<file path="src/rtl/ccseq_match.sv">
module ccseq_match #(
  parameter int DW    = 8,
  parameter int SLOTS = 4
) (
  input  logic                  clk,
  input  logic                  rst_n,
  input  logic                  in_valid,
  input  logic [DW-1:0]         in_data,
  input  logic                  in_k,
  input  logic                  in_inv,
  input  logic [1:0]            cfg_len,
  input  logic                  cfg_seq2_en,
  input  logic [SLOTS*(DW+2)-1:0] seq1_pat,
  input  logic [SLOTS-1:0]      seq1_care,
  input  logic [SLOTS*(DW+2)-1:0] seq2_pat,
  input  logic [SLOTS-1:0]      seq2_care,
  output logic                  hit,
  output logic                  hit_seq2,
  output logic [2:0]            hit_len
);
  localparam int SW = DW + 2;
  localparam int NH = SLOTS - 1;
  localparam int FW = $clog2(SLOTS + 1);

  logic [SW-1:0] hist [NH];
  logic [SW-1:0] win  [SLOTS];
  logic [FW-1:0] fill;
  logic [2:0]    len;
  logic          m1, m2, full;

  assign len = (cfg_len == 2'd0) ? 3'd1 : (cfg_len == 2'd1) ? 3'd2 : 3'd4;

  always_comb begin
    win[0] = {in_inv, in_k, in_data};
    for (int a = 1; a < SLOTS; a++) win[a] = hist[a-1];
  end

  always_comb begin
    m1 = 1'b1;
    m2 = 1'b1;
    for (int j = 0; j < SLOTS; j++)
      for (int a = 0; a < SLOTS; a++)
        if (j + a + 1 == int'(len)) begin
          if (seq1_care[j] && seq1_pat[j*SW +: SW] != win[a]) m1 = 1'b0;
          if (seq2_care[j] && seq2_pat[j*SW +: SW] != win[a]) m2 = 1'b0;
        end
  end

  assign full = (int'(fill) + 1) >= int'(len);

  always_ff @(posedge clk) begin
    if (!rst_n) begin
      fill <= '0;
      for (int a = 0; a < NH; a++) hist[a] <= '0;
    end else if (in_valid) begin
      if (int'(fill) < SLOTS) fill <= fill + 1'b1;
      hist[0] <= win[0];
      for (int a = 1; a < NH; a++) hist[a] <= hist[a-1];
    end
  end

  always_ff @(posedge clk) begin
    if (!rst_n) begin
      hit      <= 1'b0;
      hit_seq2 <= 1'b0;
      hit_len  <= '0;
    end else begin
      hit      <= in_valid && full && (m1 || (cfg_seq2_en && m2));
      hit_seq2 <= in_valid && full && !m1 && cfg_seq2_en && m2;
      hit_len  <= (in_valid && full && (m1 || (cfg_seq2_en && m2))) ? len : 3'd0;
    end
  end
endmodule


</file>
<file path="config.mk">
export PLATFORM = sky130hd
export DESIGN_NAME = ccseq_match
export DESIGN_NICKNAME = d
export VERILOG_FILES = /design/src/rtl/ccseq_match.sv
export SDC_FILE = /design/constraint.sdc
export NUM_CORES = 1
export LEC_CHECK = 0
export BUFFER_PORTS_ARGS = -buffer_cell sky130_fd_sc_hd__buf_2
export CORE_AREA = 10 10 96 98
export CTS_BUF_LIST = sky130_fd_sc_hd__clkbuf_16
export DETAILED_ROUTE_END_ITERATION = 12
export DIE_AREA = 0 0 106 108
export GPL_TIMING_DRIVEN = 0
export PLACE_DENSITY_LB_ADDON = 0.25
export SLEW_MARGIN = 40
export SYNTH_ARGS = -nofsm -noshare
export SYNTH_HDL_FRONTEND = slang
export SYNTH_SLANG_ARGS = --single-unit
</file>
<file path="constraint.sdc">
create_clock -name clk -period 2.2 [get_ports clk]
set_input_delay 0.44 -clock clk [delete_from_list [all_inputs] [get_ports clk]]
set_output_delay 0.44 -clock clk [all_outputs]
set_load 0.05 [all_outputs]
</file>
==> After elaboration in Yosys (flattened, before gate mapping) <==
Memories as Yosys holds them, arrays and structs flattened.
Index checks and enable logic that the tools add are counted.
Widths: inputs -> output; s select.
{ "totals": {"reg_bits": 8, "latch_bits": 0, "mem_bits_rw": 30, "mem_bits_ro": 0, "in_bits": 104, "output_inout_bits": 5, "wordCells": 168, "n_memories": 1} }
{ "memory_table": {"columns": ["memory", "words", "width", "rd", "rd_clocked_by_memory_dff", "write_ports", "line", "text"], "rows": [
  ["hist", 3, 10, 3, 0, 3, "25", "logic [SW-1:0] hist [NH];"]
]} }
{ "classes": {"addsub": 2, "n_mul": 0, "div": 0, "n_lt_le_gt_ge": 2, "eq_ne": 40, "n_shift": 0, "muxes": 73, "n_bitwise": 3, "n_reduce_logical": 43} }
{ "op_table": {"columns": ["operator", "n"], "rows": [
  ["$ne 10x10->1", 32],
  ["$mux 1", 68],
  ["$logic_and 1x1->1", 38],
  ["$mux 10", 3],
  ["$eq 3x3->1 const A", 4],
  ["$eq 2x3->1 const A", 2],
  ["$mux 3", 2],
  ["$add 3x1->4 const B", 1],
  ["$ge 4x3->1", 1],
  ["$reduce_and 2->1", 2],
  ["$add 3x1->3 const B", 1],
  ["$eq 1x3->1 const A", 1],
  ["$lt 3x3->1 const B", 1],
  ["$or 1x1->1", 3],
  ["$eq 2x1->1 const B", 1],
  ["$logic_not 2->1", 1],
  ["$logic_not 1->1", 1],
  ["$logic_or 1x1->1", 1]
]} }

==> Depth between registers and ports, before layout <==
Gate-level depths: netlist (run 1).
{ "depth": {"depth_word": 39, "ltp_mapped": 9, "depth_no_buf": 8} }

==> Worst setup path before layout (run 1) <==
Ideal clock, no wire load.
{ "synth_timing": {"kind": "input -> register", "start": "in cfg_len[1]", "end": "reg hit_len[2]", "setup_ns": 0.070, "arrival_ns": 2.096, "required_time_ns": 2.130, "slack_ns": 0.034, "stages": 9, "path_buffers": 1, "path_cell_list": "clkbuf_1 > nor2b_1 > inv_1 > ha_1 > a21boi_0 > o21ai_0 > a2111o_1 > nand4b_4 > a21oi_1"} }
{ "synth_via": {"elab_chain_len": 39, "word_cells_on_any_way": 79, "classes_between": "order compare: 1; eq/ne: 8; mux: 64; reduce/logical: 6"} }
{ "synth_lines": {"columns": ["item", "line", "text"], "rows": [
  ["from (decl)", "11", "input logic [1:0] cfg_len,"],
  ["$eq 2x1->1", "31", "assign len = (cfg_len == 2'd0) ? 3'd1 : (cfg_len == 2'd1) ? 3'd2 : 3'd4;"],
  ["$mux 3", "31", null],
  ["$mux 3 *", "31", null],
  ["$eq 2x3->1", "43", "if (j + a + 1 == int'(len)) begin"],
  ["$mux 1", "43", null],
  ["$mux 1", "45", "if (seq2_care[j] && seq2_pat[j*SW +: SW] != win[a]) m2 = 1'b0;"],
  ["$mux 1", "43", null],
  ["$mux 1", "45", null],
  ["(+23 left out)", null, null],
  ["$mux 1", "45", null],
  ["$mux 1", "43", null],
  ["$mux 1", "45", null],
  ["$mux 1", "43", null],
  ["$logic_and 1x1->1", "70", "hit_len <= (in_valid && full && (m1 || (cfg_seq2_en && m2))) ? len : 3'd0;"],
  ["$logic_or 1x1->1", "70", null],
  ["$logic_and 1x1->1", "70", null],
  ["$reduce_and 2->1 (no line)", null, null],
  ["to (signal assigned)", "70", null],
  ["to (decl)", "19", "output logic [2:0] hit_len"]
]} }
Every way passes the cells marked *; elsewhere a longest branch is shown, timed or not.
A chain may end at the register's enable or synchronous reset.

==> impl_results.md, run 1 <==
* Die X at between 100 and 150 um
* Post-CTS Setup Bufs at 0
* RSZ-0062 raised after global routing: no
* Critical path peak fanout at 5
* Grt ovf at 0
* Gp weighted congestion at 0.9074
* Setup TNS at 0 ps
* Seq/Total Area, Yosys at 32.94%
* Mapped Avg Cell Area at 9.789 um^2
* WS Path Type: flop to flop
* Tmin final at 2084 ps
* Slew Viols, Final at 0
* TritonCTS clock tree: yes
* CTS hold repair buffers at 0
* Nets at 537
* Post-DP HPWL at just under 9 mm
* Endpoints failing hold at 0
* Chip height at 108 um
* Post-synth cell types at 34
* Count leader, synth: xor2_1
* Max clock buf depth at 2
* Clk_skew at 5.170 ps
* DRC at 0
* CTS sink cnt at 38
* Num rows at 32
* I/O pins at 109
* Core Util, Final at 54.25%
* Final setup violation count at 0
* Detailed-router iteration count before antenna repair at 4
* Worst-path clk slew at 60 ps
* Startpoint types: flop
* P_leak at 1.801 nW
* Top cells by count, synth: 80 x xor2_1, 62 x xnor2_1, 30 x and3_1, 30 x edfxtp_1, 20 x clkbuf_1
* Post-synthesis net count at around 440
* Crit share post-route at 94.74%
* Top_reg_cell synth: edfxtp_1
* Worst Max-Slew Pin Slew at between 700 and 800 ps
* Post-synth top area share at between 20 and 30%
* H-tree Lvls at 2
* Full die area at 11450 um^2
* Root buffer cell: clkbuf_16
* Global Route Usage Sum at 18.21%
* P per Cell Area at around 600 nW/um^2
* Cell type with the largest total area after synthesis: edfxtp_1
* Vias in the first global route at just over 3000
* Slew margin rel. at 51.05%
* IO buf count at between 90 and 100
* WL/cell at slightly above 20 um
* Core ar. at 7447 um^2
* Initial antenna violation count at 1
* WP data arrival at 2300 ps
* Share of cells above drive strength 1 at 28.14%
* Mapped cell area at 3221 um^2
* Status: finished clean
* DR iter-0 viols at 147
* Top cells by area, synth: edfxtp_1 28%, xor2_1 22%, xnor2_1 17%, and3_1 5.8%, dfxtp_1 5.0%
* Sequential cell area at 1062 um^2
* Synth async-reset ratio at 0%
* Diode count at 0
* Fmax at 479.8 MHz
* Post-synth EDFFs at 30
* Type of the worst min-delay path: input port to flop
* Area occupied by multi-input gates at ~2000 um^2
* Fill cells at roughly 700
* Yosys reg bits at 38
* Global-route wire length before repair at 16.13 mm
* Synth warn at 0
* Setup crit end kind: flop
* Final Power at between 2 and 2.5 mW
* Num CTS Buffers at 5
* Synth Instances at 329
* Routed WL at roughly 11 mm
* Worst-Skew Late Latency at ~280 ps
* Vias per inst at 5.316
* Initial core utilization at roughly 43%
* Layout area overhead at 25.45%
* Critical Path RT at 2420 ps
* Largest net degree at the start of global routing at 31
* Final ANT Viol Nets at 0
* Via Count at ~2800
* Worst vdd ir at 0.3891 mV
* Max-Cap Viols at 0
## per-stage QoR
step | setup WS, ps | std cells | area, um^2 | hold WS [ps]
after floorplan | 34.41 | 329 | 3221 | 510.5
after global placement | -389.3 | 528 | 3834 | 536.3
after detailed placement | -454.4 | 528 | 3836 | 533.5
after CTS | 48.99 | 536 | 4039 | 511.5
after global routing | 1.256 | 532 | 4040 | 540.4
final | 115.7 | 532 | 4040 | 511.2
## routing by layer
layer / vias to the layer above / global-route usage [%] / wire length [um]
met1: 1358 / 21.48 / 4349
met5: - / 0 / 13
met4: 2 / 6.770 / 278
met2: 104 / 32.16 / 5593
li1: 1341 / - / -
met3: 23 / 3.569 / 580
## cell usage in the layout (no fill, tap or decap), drive strengths merged, types with 2 or more instances in the layout
| cell type | count |
|---|---|
| a31oi | 9 |
| and3 | 30 |
| edfxtp | 30 |
| o41ai | 2 |
| bufinv | 2 |
| nand4 | 15 |
| a21oi | 4 |
| o311ai | 4 |
| xor2 | 80 |
| nor4 | 16 |
| dfxtp | 8 |
| nor2 | 6 |
| xnor2 | 62 |
| ha | 4 |
| clkbuf | 21 |
| inv | 4 |
| buf | 104 |
| nor2b | 5 |
| a21boi | 2 |
| nand2 | 11 |
## critical path, cell delays in order, from the launching register on
cell and delay (ps):
edfxtp_1 320, clkbuf_1 340, xnor2_1 180, nand4_1 130, o311ai_1 440, and4_1 290
nand3_1 160, a21boi_1 160
## sequential cells by signal (all words and copies together), names as in the netlist
name / flops
hit_seq2: 1
hit: 1
fill: 3
hist: 30
hit_len: 3
## what timing repair did
item,CTS,global route
gates cloned,0,0
gates resized for setup,4,5
pin swaps,0,0
endpoints found under the setup margin,5,5
endpoints found under the hold margin,0,0
## power breakdown
| group | switching [mW] | internal (mW) | total [mW] |
|---|---|---|---|
| combinational | 0.309 | 0.274 | 0.583 |
| clock | 0.303 | 0.652 | 0.954 |
| sequential | 0.0535 | 0.826 | 0.880 |
## final cells by class
class                           instances  share of cell area (%)
Clock buffer                            5                   3.097
Clock inverter                          3                   1.703
Inverter                                4                  0.3716
Timing Repair Buffer                   97                   12.02
Tap cell                              102                   3.159
Multi-Input combinational cell        260                   50.54
Sequential cell                        38                   26.29
Buffer                                 23                   2.818
## worst paths after layout
check / start / to / slack (ps) / cells after the start
setup / recovery: hist[0][9]$_SDFFCE_PN0P_ / hit_len[0]$_SDFF_PN0_ / 120 / 7
hold / removal: cfg_len[0] / hit_len[0]$_SDFF_PN0_ / 510 / 3
setup reg to reg: hist[0][9]$_SDFFCE_PN0P_ / hit_len[0]$_SDFF_PN0_ / 120 / 7
hold reg to reg: fill[1]$_SDFFE_PN0P_ / fill[1]$_SDFFE_PN0P_ / 540 / 2
## cells by family (layout without fill, tap and decap cells)
| logic type | Yosys count | in the layout | share of synthesized area (%) |
|---|---|---|---|
| muxes | 1 | 1 | 0.3108 |
| buffers and inverters | 31 | 132 | 4.390 |
| AOI/OAI and AO/OA | 25 | 25 | 5.439 |
| DFF | 38 | 38 | 32.94 |
| and+or+nand+nor | 88 | 88 | 16.74 |
| xor gates and xnor gates | 142 | 142 | 38.62 |
| adders and majority gates | 4 | 4 | 1.554 |
No activity file was read; power rests on OpenSTA's default activity.
==> run 2, diff against run 1 <==
--- a/config.mk
+++ b/config.mk
@@ -6,10 +6,10 @@
 export NUM_CORES = 1
 export LEC_CHECK = 0
 export BUFFER_PORTS_ARGS = -buffer_cell sky130_fd_sc_hd__buf_2
-export CORE_AREA = 10 10 96 98
+export CORE_AREA = 10 10 115 117
 export CTS_BUF_LIST = sky130_fd_sc_hd__clkbuf_16
 export DETAILED_ROUTE_END_ITERATION = 12
-export DIE_AREA = 0 0 106 108
+export DIE_AREA = 0 0 125 127
 export GPL_TIMING_DRIVEN = 0
 export PLACE_DENSITY_LB_ADDON = 0.25
 export SLEW_MARGIN = 40
==> run 2 against run 1 <==
- die area grew 39%
- non-clock buffer count grew 3
- register-to-register slack gained 40 ps
- critical path depth is the same
- flip-flop and latch count is the same
- via count shrank 2.9%
- clock power is essentially flat
==> impl_results.md, run 2 (synthesized netlist as in run 1, its figures left out) <==
* Status: finished clean
* DR iter-0 viols at 142
* Detailed-router iteration count before antenna repair at 4
* Setup slack after placement at -482.6 ps
* Startpoint types: flop
* WL/cell at around 20 um
* Num rows at 39
* Share of cells above drive strength 1 at 28.64%
* Worst-Skew Late Latency at 290 ps
* Layout Cells excl Fill at between 500 and 600
* Chip height at 127 um
* Die X at 125 um
* WP data arrival at 2260 ps
* Final setup margin at 154.0 ps
* TritonCTS clock tree: yes
* Worst hold stages at 3
* P per Cell Area at 588.8 nW/um^2
* Gp weighted congestion at 0.9059
* Critical R2R Launch: fill[0]$_SDFFE_PN0P_
* WS Path Type: flop to flop
* P_leak at 1.813 nW
* Fmax at 488.8 MHz
* CTS hold repair buffers at 0
* Final setup violation count at 0
* Max-Cap Viols at 0
* Max layer used: met4
* Fill cells at about 1200
* WL met2 at roughly 5.9 mm
* Largest Register: hist
* Met3 Routed Length at 567 um
* Largest net degree at the start of global routing at 31
* Full die area at 15880 um^2
* IO buf count at 97
* Max clock buf depth at 2
* Cells after DPL at 569
* Slew Viols, Final at 0
* I/O pins at between 100 and 150
* Clk_skew at 9.092 ps
* Final Power at 2.424 mW
* Setup TNS at 0 ps
* Reg2reg setup slack at 150 ps
* Vias per inst at around 4.8
* Routed WL at 11.46 mm
* Root buffer cell: clkbuf_16
* Via Count at 2745
* HP Start: cfg_len[0]
* RSZ-0062 raised after global routing: no
* Layout area overhead at 27.86%
* CTS sink cnt at 38
* Most common cell after layout, fill and taps aside: buf_2
* Final ANT Viol Nets at 0
* Num CTS Buffers at 5
* Grt ovf at 0
* Type of the worst min-delay path: input port to flop
* Biggest regs: hist x30, fill x3, hit_len x3
* Diode count at 0
* Setup crit end kind: flop
* H-tree Lvls at 2
* Worst vdd ir at ~0.28 mV
* Tmin final at 2046 ps
* Global-route wire length before repair at approximately 17 mm
* Initial antenna violation count at 0
* Critical Path RT at 2410 ps
* Commonest cells after routing, fill and taps aside: 99 x buf_2, 80 x xor2_1, 62 x xnor2_1
* Hold_ws at 503.5 ps
* Critical path peak fanout at 5
* Global Route Usage Sum at a little over an eighth
* DRC at 0
* Endpoints failing hold at 0
* Met1 wire length at 4.749 mm
* Vias in the first global route at 2922
* Max reg flops at 30
* Worst-path clk slew at 60 ps
* R2r endpoint: hit_len[1]$_SDFF_PN0_
* Worst Max-Slew Pin Slew at between 700 and 800 ps
* Post-DP HPWL at 9.415 mm
* Core ar. at 11130 um^2
* Worst Reg-to-Reg Cells at 7
* Crit share post-route at 93.00%
* Hold Path End: hit_len[0]$_SDFF_PN0_
* Initial core utilization at 28.95%
* Nets at 540
* Slew margin rel. at 51.89%
run 2: cell count changes in the layout (fill, tap and decap cells not counted), sizes merged:
| cell | change |
|---|---|
| buf | +2 |
| clkbuf | +1 |
run 2: how the worst max path moves through the flow:
| stage | from | endpoint |
|---|---|---|
| floorplan | cfg_len[1] | hit_len[2]$_SDFF_PN0_ |
| global placement | cfg_len[1] | hit_len[1]$_SDFF_PN0_ |
| detailed placement | cfg_len[1] | hit_len[1]$_SDFF_PN0_ |
| CTS | hist[0][9]$_SDFFCE_PN0P_ | hit_len[1]$_SDFF_PN0_ |
| global route | in_data[5] | hit_len[1]$_SDFF_PN0_ |
| finish | fill[0]$_SDFFE_PN0P_ | hit_len[1]$_SDFF_PN0_ |
run 2: area by class of cell:
class	instances	area [um^2]	share of cell area, %
Buffer	24	117.6	2.856
Clock buffer	5	125.1	3.039
Clock inverter	3	68.82	1.671
Inverter	4	15.01	0.3646
Multi-Input combinational cell	260	2049	49.77
Sequential cell	38	1062	25.80
Tap cell	143	178.9	4.345
Timing Repair Buffer	99	500.5	12.15
run 2: layer usage:
layer / global-route usage (%) / vias to the layer above
met4: 3.659 / 0
met1: 15.83 / 1317
met2: 24.65 / 67
met3: 2.936 / 15
met5: 0 / -
li1: - / 1346
run 2: what timing repair did:
action | CTS | global route
gates resized for setup | 5 | 6
setup buffers | 0 | 2
setup endpoints to repair | 5 | 3
run 2: report_power, final:
| group | internal (mW) | switching [mW] | total, mW |
|---|---|---|---|
| Combinational | 0.278 | 0.317 | 0.595 |
| Clock | 0.652 | 0.302 | 0.953 |
| Sequential | 0.826 | 0.0501 | 0.876 |
| Total | 1.76 | 0.669 | 2.42 |
run 2: critical path: stages, from the launching register on:
cell and delay [ps]:
dfxtp_2 340, ha_1 320, ha_1 280, a21boi_0 160, o21ai_1 100, a2111o_1 370, nand4b_4 200, a21oi_1 180
run 2: metrics by stage:
stage                     cell area [um^2]  util [%]
after floorplan                       3221         -
after global placement                3885     34.92
after detailed placement              3887     34.94
after CTS                             4098     36.83
after global routing                  4118     37.01
final                                 4118     37.01
